[config.mk]
export PLATFORM = sky130hd
export DESIGN_NAME = xlat_cache
export DESIGN_NICKNAME = d
export VERILOG_FILES = /design/src/rtl/xlat_pkg.sv /design/src/rtl/xlat_match.sv /design/src/rtl/xlat_victim.sv /design/src/rtl/xlat_perm.sv /design/src/rtl/xlat_cache.sv
export SDC_FILE = /design/constraint.sdc
export NUM_CORES = 2
export LEC_CHECK = 0
export BUFFER_PORTS_ARGS = -buffer_cell sky130_fd_sc_hd__buf_2
export CAP_MARGIN = 5
export CORE_ASPECT_RATIO = 2
export CORE_MARGIN = 4
export CORE_UTILIZATION = 54
export CTS_BUF_LIST = sky130_fd_sc_hd__clkbuf_2 sky130_fd_sc_hd__clkbuf_4 sky130_fd_sc_hd__clkbuf_8
export CTS_CLUSTER_SIZE = 20
export DETAILED_ROUTE_END_ITERATION = 10
export PLACE_DENSITY = 0.72
export REMOVE_ABC_BUFFERS = 1
export SLEW_MARGIN = 10
export SYNTH_ARGS = -nofsm -noshare
export SYNTH_HDL_FRONTEND = slang
export SYNTH_HIERARCHICAL = 1
export SYNTH_SLANG_ARGS = --single-unit
[constraint.sdc]
create_clock -name clk -period 4.8 [get_ports clk]
set_clock_uncertainty 0.05 [all_clocks]
set_input_delay 0.96 -clock clk [delete_from_list [all_inputs] [get_ports clk]]
set_output_delay 0.96 -clock clk [all_outputs]
set_load 0.05 [all_outputs]
[src/rtl/xlat_pkg.sv]
package xlat_pkg;
   typedef enum logic [1:0] {
      ACC_LOAD  = 2'b00,
      ACC_STORE = 2'b01,
      ACC_FETCH = 2'b10,
      ACC_NONE  = 2'b11
   } acc_e;

   typedef struct packed {
      logic x;
      logic w;
      logic r;
      logic cach;
      logic wthru;
   } attr_t;
endpackage

[src/rtl/xlat_match.sv]
module xlat_match #(
   parameter int ENTRIES = 16,
   parameter int VPN_W   = 20,
   localparam int IDX_W  = (ENTRIES > 1) ? $clog2(ENTRIES) : 1
) (
   input  logic [ENTRIES-1:0]            vld,
   input  logic [ENTRIES-1:0][VPN_W-1:0] tags,
   input  logic [VPN_W-1:0]              key,
   output logic                          hit,
   output logic [IDX_W-1:0]              idx
);
   logic [ENTRIES-1:0] m;

   for (genvar g = 0; g < ENTRIES; g++) begin : g_cmp
      assign m[g] = vld[g] && (tags[g] == key);
   end

   assign hit = |m;

   always_comb begin
      idx = '0;
      for (int i = ENTRIES - 1; i >= 0; i--) begin
         if (m[i]) idx = IDX_W'(i);
      end
   end
endmodule

[src/rtl/xlat_victim.sv]
module xlat_victim #(
   parameter int ENTRIES = 16,
   localparam int IDX_W  = (ENTRIES > 1) ? $clog2(ENTRIES) : 1
) (
   input  logic               clk,
   input  logic               rst_n,
   input  logic [ENTRIES-1:0] vld,
   input  logic               advance,
   output logic [IDX_W-1:0]   victim
);
   logic [IDX_W-1:0] ptr_q;
   logic [IDX_W-1:0] ptr_nx;
   logic [IDX_W-1:0] free_idx;

   always_comb begin
      free_idx = '0;
      for (int i = ENTRIES - 1; i >= 0; i--) begin
         if (!vld[i]) free_idx = IDX_W'(i);
      end
   end

   assign victim = (&vld) ? ptr_q : free_idx;

   if ((1 << IDX_W) == ENTRIES) begin : g_pow2
      assign ptr_nx = ptr_q + 1'b1;
   end else begin : g_wrap
      assign ptr_nx = (ptr_q == IDX_W'(ENTRIES - 1)) ? '0 : ptr_q + 1'b1;
   end

   always_ff @(posedge clk or negedge rst_n) begin
      if (!rst_n)       ptr_q <= '0;
      else if (advance) ptr_q <= ptr_nx;
   end
endmodule

[src/rtl/xlat_perm.sv]
module xlat_perm
   import xlat_pkg::*;
(
   input  logic [1:0] kind,
   input  attr_t      attr,
   output logic       allowed
);
   always_comb begin
      unique case (acc_e'(kind))
         ACC_LOAD:  allowed = attr.r;
         ACC_STORE: allowed = attr.w;
         ACC_FETCH: allowed = attr.x;
         default:   allowed = 1'b0;
      endcase
   end
endmodule

[src/rtl/xlat_cache.sv]
module xlat_cache
   import xlat_pkg::*;
#(
   parameter int VA_W    = 32,
   parameter int PA_W    = 32,
   parameter int OFS_W   = 12,
   parameter int ENTRIES = 16,
   localparam int VPN_W  = VA_W - OFS_W,
   localparam int PPN_W  = PA_W - OFS_W,
   localparam int IDX_W  = (ENTRIES > 1) ? $clog2(ENTRIES) : 1
) (
   input  logic             clk,
   input  logic             rst_n,
   input  logic             lk_valid,
   input  logic [VA_W-1:0]  lk_vaddr,
   input  logic [1:0]       lk_kind,
   output logic             rsp_valid,
   output logic             rsp_hit,
   output logic             rsp_miss,
   output logic             rsp_fault,
   output logic [PA_W-1:0]  rsp_paddr,
   output logic             rsp_cacheable,
   output logic             rsp_wthru,
   input  logic             fill_valid,
   input  logic [VPN_W-1:0] fill_vpn,
   input  logic [PPN_W-1:0] fill_ppn,
   input  logic [2:0]       fill_perm,
   input  logic             fill_cacheable,
   input  logic             fill_wthru,
   input  logic             fill_resident,
   output logic             fill_reject,
   input  logic             flush
);
   if (ENTRIES < 2) begin : g_bad_entries
      $error("xlat_cache: ENTRIES must be at least 2");
   end
   if (OFS_W < 1 || OFS_W >= VA_W) begin : g_bad_ofs
      $error("xlat_cache: OFS_W must lie between 1 and VA_W-1");
   end
   if (PA_W <= OFS_W) begin : g_bad_pa
      $error("xlat_cache: PA_W must exceed OFS_W");
   end

   logic [ENTRIES-1:0]            vld_q;
   logic [ENTRIES-1:0][VPN_W-1:0] vpn_q;
   logic [ENTRIES-1:0][PPN_W-1:0] ppn_q;
   attr_t [ENTRIES-1:0]           attr_q;

   logic             lk_hit;
   logic [IDX_W-1:0] lk_idx;
   logic             fl_hit;
   logic [IDX_W-1:0] fl_idx;
   logic [IDX_W-1:0] victim;
   logic             allowed;

   xlat_match #(.ENTRIES(ENTRIES), .VPN_W(VPN_W)) u_lk_match (
      .vld (vld_q),
      .tags(vpn_q),
      .key (lk_vaddr[VA_W-1:OFS_W]),
      .hit (lk_hit),
      .idx (lk_idx)
   );

   xlat_match #(.ENTRIES(ENTRIES), .VPN_W(VPN_W)) u_fl_match (
      .vld (vld_q),
      .tags(vpn_q),
      .key (fill_vpn),
      .hit (fl_hit),
      .idx (fl_idx)
   );

   logic             fill_ok;
   logic [IDX_W-1:0] wr_idx;
   logic             advance;

   assign fill_ok = fill_valid && fill_resident && !flush;
   assign wr_idx  = fl_hit ? fl_idx : victim;
   assign advance = fill_ok && !fl_hit && (&vld_q);

   xlat_victim #(.ENTRIES(ENTRIES)) u_victim (
      .clk    (clk),
      .rst_n  (rst_n),
      .vld    (vld_q),
      .advance(advance),
      .victim (victim)
   );

   attr_t hit_attr;
   assign hit_attr = attr_q[lk_idx];

   xlat_perm u_perm (
      .kind   (lk_kind),
      .attr   (hit_attr),
      .allowed(allowed)
   );

   attr_t fill_attr;
   always_comb begin
      fill_attr.x     = fill_perm[2];
      fill_attr.w     = fill_perm[1];
      fill_attr.r     = fill_perm[0];
      fill_attr.cach  = fill_cacheable;
      fill_attr.wthru = fill_wthru;
   end

   always_ff @(posedge clk or negedge rst_n) begin
      if (!rst_n) begin
         vld_q <= '0;
      end else if (flush) begin
         vld_q <= '0;
      end else if (fill_ok) begin
         vld_q[wr_idx] <= 1'b1;
      end
   end

   always_ff @(posedge clk) begin
      if (fill_ok) begin
         vpn_q[wr_idx]  <= fill_vpn;
         ppn_q[wr_idx]  <= fill_ppn;
         attr_q[wr_idx] <= fill_attr;
      end
   end

   logic hit_ok;
   assign hit_ok = lk_valid && lk_hit && allowed;

   always_ff @(posedge clk or negedge rst_n) begin
      if (!rst_n) begin
         rsp_valid     <= 1'b0;
         rsp_hit       <= 1'b0;
         rsp_miss      <= 1'b0;
         rsp_fault     <= 1'b0;
         rsp_paddr     <= '0;
         rsp_cacheable <= 1'b0;
         rsp_wthru     <= 1'b0;
         fill_reject   <= 1'b0;
      end else begin
         rsp_valid     <= lk_valid;
         rsp_hit       <= hit_ok;
         rsp_miss      <= lk_valid && !lk_hit;
         rsp_fault     <= lk_valid && lk_hit && !allowed;
         rsp_paddr     <= hit_ok ? {ppn_q[lk_idx], lk_vaddr[OFS_W-1:0]} : '0;
         rsp_cacheable <= hit_ok && hit_attr.cach;
         rsp_wthru     <= hit_ok && hit_attr.wthru;
         fill_reject   <= fill_valid && !fill_resident;
      end
   end
endmodule

Yosys cells after proc, flatten, opt, wreduce, memory -nomap -nowiden
Index checks and enable logic that the tools add are counted.
{"block": "totals", "regBits": 779, "in_bits": 85, "output_inout_bits": 39, "elab_cells": 282}
{"block": "classes", "n_addsub": 1, "n_lt_le_gt_ge": 3, "n_eq_ne": 34, "muxes": 67, "bitwise_logic": 1, "reduce_logical": 54}
{"cell": "$bwmux W320", "count": 2}
{"cell": "$eq A20 B20 Y1", "count": 32}
{"cell": "$mux W4", "count": 50}
{"cell": "$bmux W20 S4", "count": 1}
{"cell": "$bwmux W80", "count": 1}
{"cell": "$demux W20 S4", "count": 1}
{"cell": "$logic_and A1 B1 Y1", "count": 44}
{"cell": "$mux W20", "count": 2}
{"cell": "$mux W16", "count": 2}
{"cell": "$mux W32", "count": 1}
{"cell": "$reduce_or A16 Y1", "count": 2}
{"cell": "$bmux W5 S4", "count": 1}
{"cell": "$demux W5 S4", "count": 1}
{"cell": "$or A16 B16 Y16", "count": 1}
{"cell": "$reduce_and A16 Y1", "count": 1}
{"cell": "$lt A4 B5 Y1 const B", "count": 2}
{"cell": "$mux W5", "count": 2}
{"cell": "$logic_not A1 Y1", "count": 5}
{"cell": "$add A4 B1 Y4 const B", "count": 1}
{"cell": "$demux W1 S4", "count": 1}
{"cell": "$ge A4 B1 Y1 const B", "count": 1}
{"cell": "$pmux W1 S3", "count": 1}
{"cell": "$eq A2 B1 Y1 const B", "count": 1}
{"cell": "$eq A2 B2 Y1 const B", "count": 1}
{"cell": "3 further kinds", "count": 3}

Longest topological paths before layout
{"block": "depth", "word_depth": 26, "ltp_mapped": 25, "mapped_depth_nobuf": 18}

Modules after synthesis
Netlist, hierarchy kept.
{"mod": "xlat_cache", "instances": 1, "cells_each": 1115, "area_each_um2": 26669.3, "seq_area_each_um2": 22997.1}
{"mod": "xlat_match", "instances": 2, "cells_each": 510, "area_each_um2": 3931.3, "seq_area_each_um2": 0.0}
{"mod": "xlat_victim", "instances": 1, "cells_each": 46, "area_each_um2": 344.1, "seq_area_each_um2": 100.1}
{"mod": "xlat_perm", "instances": 1, "cells_each": 3, "area_each_um2": 22.5, "seq_area_each_um2": 0.0}

Worst setup path before layout
No wires, ideal clock.
{"block": "synth_timing", "path_type": "input port to flip-flop", "from": "input fill_vpn[4]", "to": "register attr_q[45] (netlist bit) (enable)", "setup_ns": 0.448, "t_arrival_ns": 5.006, "required_ns": 4.302, "setup_slack_ns": -0.704, "path_stages": 16, "path_buffers": 4, "path_cell_list": "buf_2 > buf_2 > xnor2_1 > nand4_1 > nor4_1 > nand4_1 > and2_1 > nand2_1 > nor2_1 > nand2_1 > buf_2 > buf_2 > nand2_1 > o32ai_1 > nand2_1 > nor2_1"}
{"element": "start, declared", "line": "xlat_cache.sv:25", "rtl": "input logic [VPN_W-1:0] fill_vpn,"}
{"element": "end signal, assigned by index", "line": "xlat_cache.sv:120", "rtl": "attr_q[wr_idx] <= fill_attr;"}
{"element": "end, declared", "line": "xlat_cache.sv:47", "rtl": "attr_t [ENTRIES-1:0] attr_q;"}

==> flow_summary.ini <==
[pwr]
ir_drop_mv = 0.3497
power_density_mw_per_mm2 = 321.5
p_leak_uw = 0.01438

[timing]
setup_slack_ns = 0.03784
setup_viol = 0
fin_crit_ns = 4.762
final-hold-violation-count = 0
max_freq_mhz = 210.0
slew_headroom = 0.3048
rsz0062_at_grt = no
whs_ns = 0.3165
min_period_over_period = 0.9921
final-max-slew-violation-count = 0
tightest_slew_ns = 1.043

[clocking]
h-tree-depth = 3
clock_sinks = 779
cts_made_buffers = 103
clkLatencyLatePin_ns = 0.76
clockBufferDepth = 3
cts_hold_buf = 0
cts_tree = done
root_buffer = clkbuf_8
clkSlewWorstSetupHoldPaths_ns = 0.08

[final_layout]
final_common_cell = edfxtp_1
fin_nets = 2771
fillers = 4443
regArea_mm2 = 0.02310
fin_area_mm2 = 0.04242
multi_input_area_mm2 = 0.01126
final_layout_size_suffix_gt1_frac = 0.3008
layout_common_cells = 720 x edfxtp_1, 474 x xnor2_1, 295 x buf_4
fin_cells = 3570
area_growth_pct = 21.58

[synthesis]
synth.avg_cell_area_um2 = 15.99
synth_cells = 2182
yosys_warnings = 6
synth_area_mm2 = 0.03489

[worst_setup_path]
startpoint_type = primary input
critPathArrivalTime_ns = 5.33
crit_path_end_kind = register
path_class = primary input to register
crit_fanout = 18
required_ns = 5.37

[placement]
gp_congestion = 1.046
dp_hpwl_mm = 78.39
placed_cells = 3369
port-buffer-count = 123
pre_cts_ws_ns = -1.243
postPlaceCellArea_mm2 = 0.04001

[route]
ant_nets = 0
drtPass1Iterations = 6
wire_per_inst_um = 30.79
viasPerCell = 6.183
via_count = 22070
wirelength_mm = 109.9
initialDrtViolationCount = 2173
drc = 0

[floorplanning]
io_pins = 124
initial_utilization = 0.5458
die_area_mm2 = 0.06899
die_y_um = 367.5
fp.dieW_um = 187.7
rows = 131
coreArea_mm2 = 0.06392

[global_routing]
track_usage = 0.3178
grt_pass1_vias = 23320
grt_pass1_wl_mm = 157.9
grt-ovfl-total = 0
antenna_found_initial = 5
grt_max_degree = 60

[job]
cap_violations = 0

[hold_path]
hp-class = primary input to register

[run_status]
status = finished, final reports clean
-- per-layer routing --
| metal | share of wire | track usage | wire length [um] | vias to the layer above |
|---|---|---|---|---|
| met2 | 0.52 | 0.5596 | 57370 | 1212 |
| met5 | 0.00012 | 0 | 13 | - |
| met4 | 0.096 | 0.2450 | 10570 | 2 |
| met3 | 0.063 | 0.05297 | 6955 | 413 |
| li1 | - | - | - | 9252 |
| met1 | 0.32 | 0.3363 | 35020 | 11190 |
-- repair_timing --
action | CTS | global route
pin swaps | 5 | 8
setup buffers | 5 | 4
endpoints found under the setup margin | 19 | 22
gates resized for setup | 4 | 24
-- power breakdown --
group	internal [uW]	total, uW	leakage (uW)	switching (uW)
Clock	2760	5260	0.00113	2510
Combinational	386	934	0.00596	548
Sequential	7430	7440	0.00729	13.0
Total	10600	13600	0.0144	3070
-- final cells by class --
type | instances | share of cell area
diodes | 3 | 0.0001770
clock buffers | 132 | 0.03899
clock inverters | 57 | 0.01192
inverters | 28 | 0.002478
multi-input cells | 1258 | 0.2654
flip-flops and latches | 779 | 0.5445
well taps | 798 | 0.02354
repair buffers | 515 | 0.1130
-- worst max-delay path, stage by stage --
cell	delay [ns]
buf_2	0.12
buf_12	0.15
buf_4	0.16
xnor2_1	0.37
nand3_1	0.13
nor4_1	0.33
nand4_1	0.33
nand3_1	0.21
o2111ai_2	0.17
a21boi_4	0.22
buf_12	0.16
buf_8	0.14
mux4_2	0.51
a22oi_1	0.16
nand2_1	0.08
mux2i_1	0.19
o21ai_2	0.11
nand3_2	0.09
inv_1	0.05
and3_1	0.20
buf_12	0.17
a22oi_2	0.18
nand2_1	0.10
-- sequential cells by signal (all words and copies together), names as in the netlist --
signal	cells
attr_q	80
fill_reject	1
ppn_q	320
rsp_cacheable	1
rsp_fault	1
rsp_hit	1
rsp_miss	1
rsp_paddr	32
rsp_valid	1
rsp_wthru	1
u_victim/ptr_q	4
vld_q	16
vpn_q	320
-- final timing paths --
check / from / to / slack (ns) / cells after the start
setup / recovery: lk_vaddr[21] / rsp_paddr[12] / 0.04 / 23
hold / removal: fill_resident / fill_reject / 0.32 / 2
setup reg to reg: vpn_q[190] / rsp_paddr[12] / 0.11 / 22
hold reg to reg: u_victim/ptr_q[3] / u_victim/ptr_q[3] / 0.45 / 1
max in group asynchronous: rst_n / rsp_paddr[17] / 3.66 / 1
min in group asynchronous: rst_n / vld_q[8] / 0.34 / 1
-- per-stage QoR --
stage | util | TNS (ns) | total power, uW
after CTS | 0.6613 | 0 | 13700
after detailed placement | 0.6259 | -170.20 | 8502
after global placement | 0.6259 | -152.37 | 8485
after global routing | 0.6636 | 0 | 14050
final | 0.6636 | 0 | 13640
after floorplan | - | -472.64 | 7870
(Power assumes the default switching activity.)
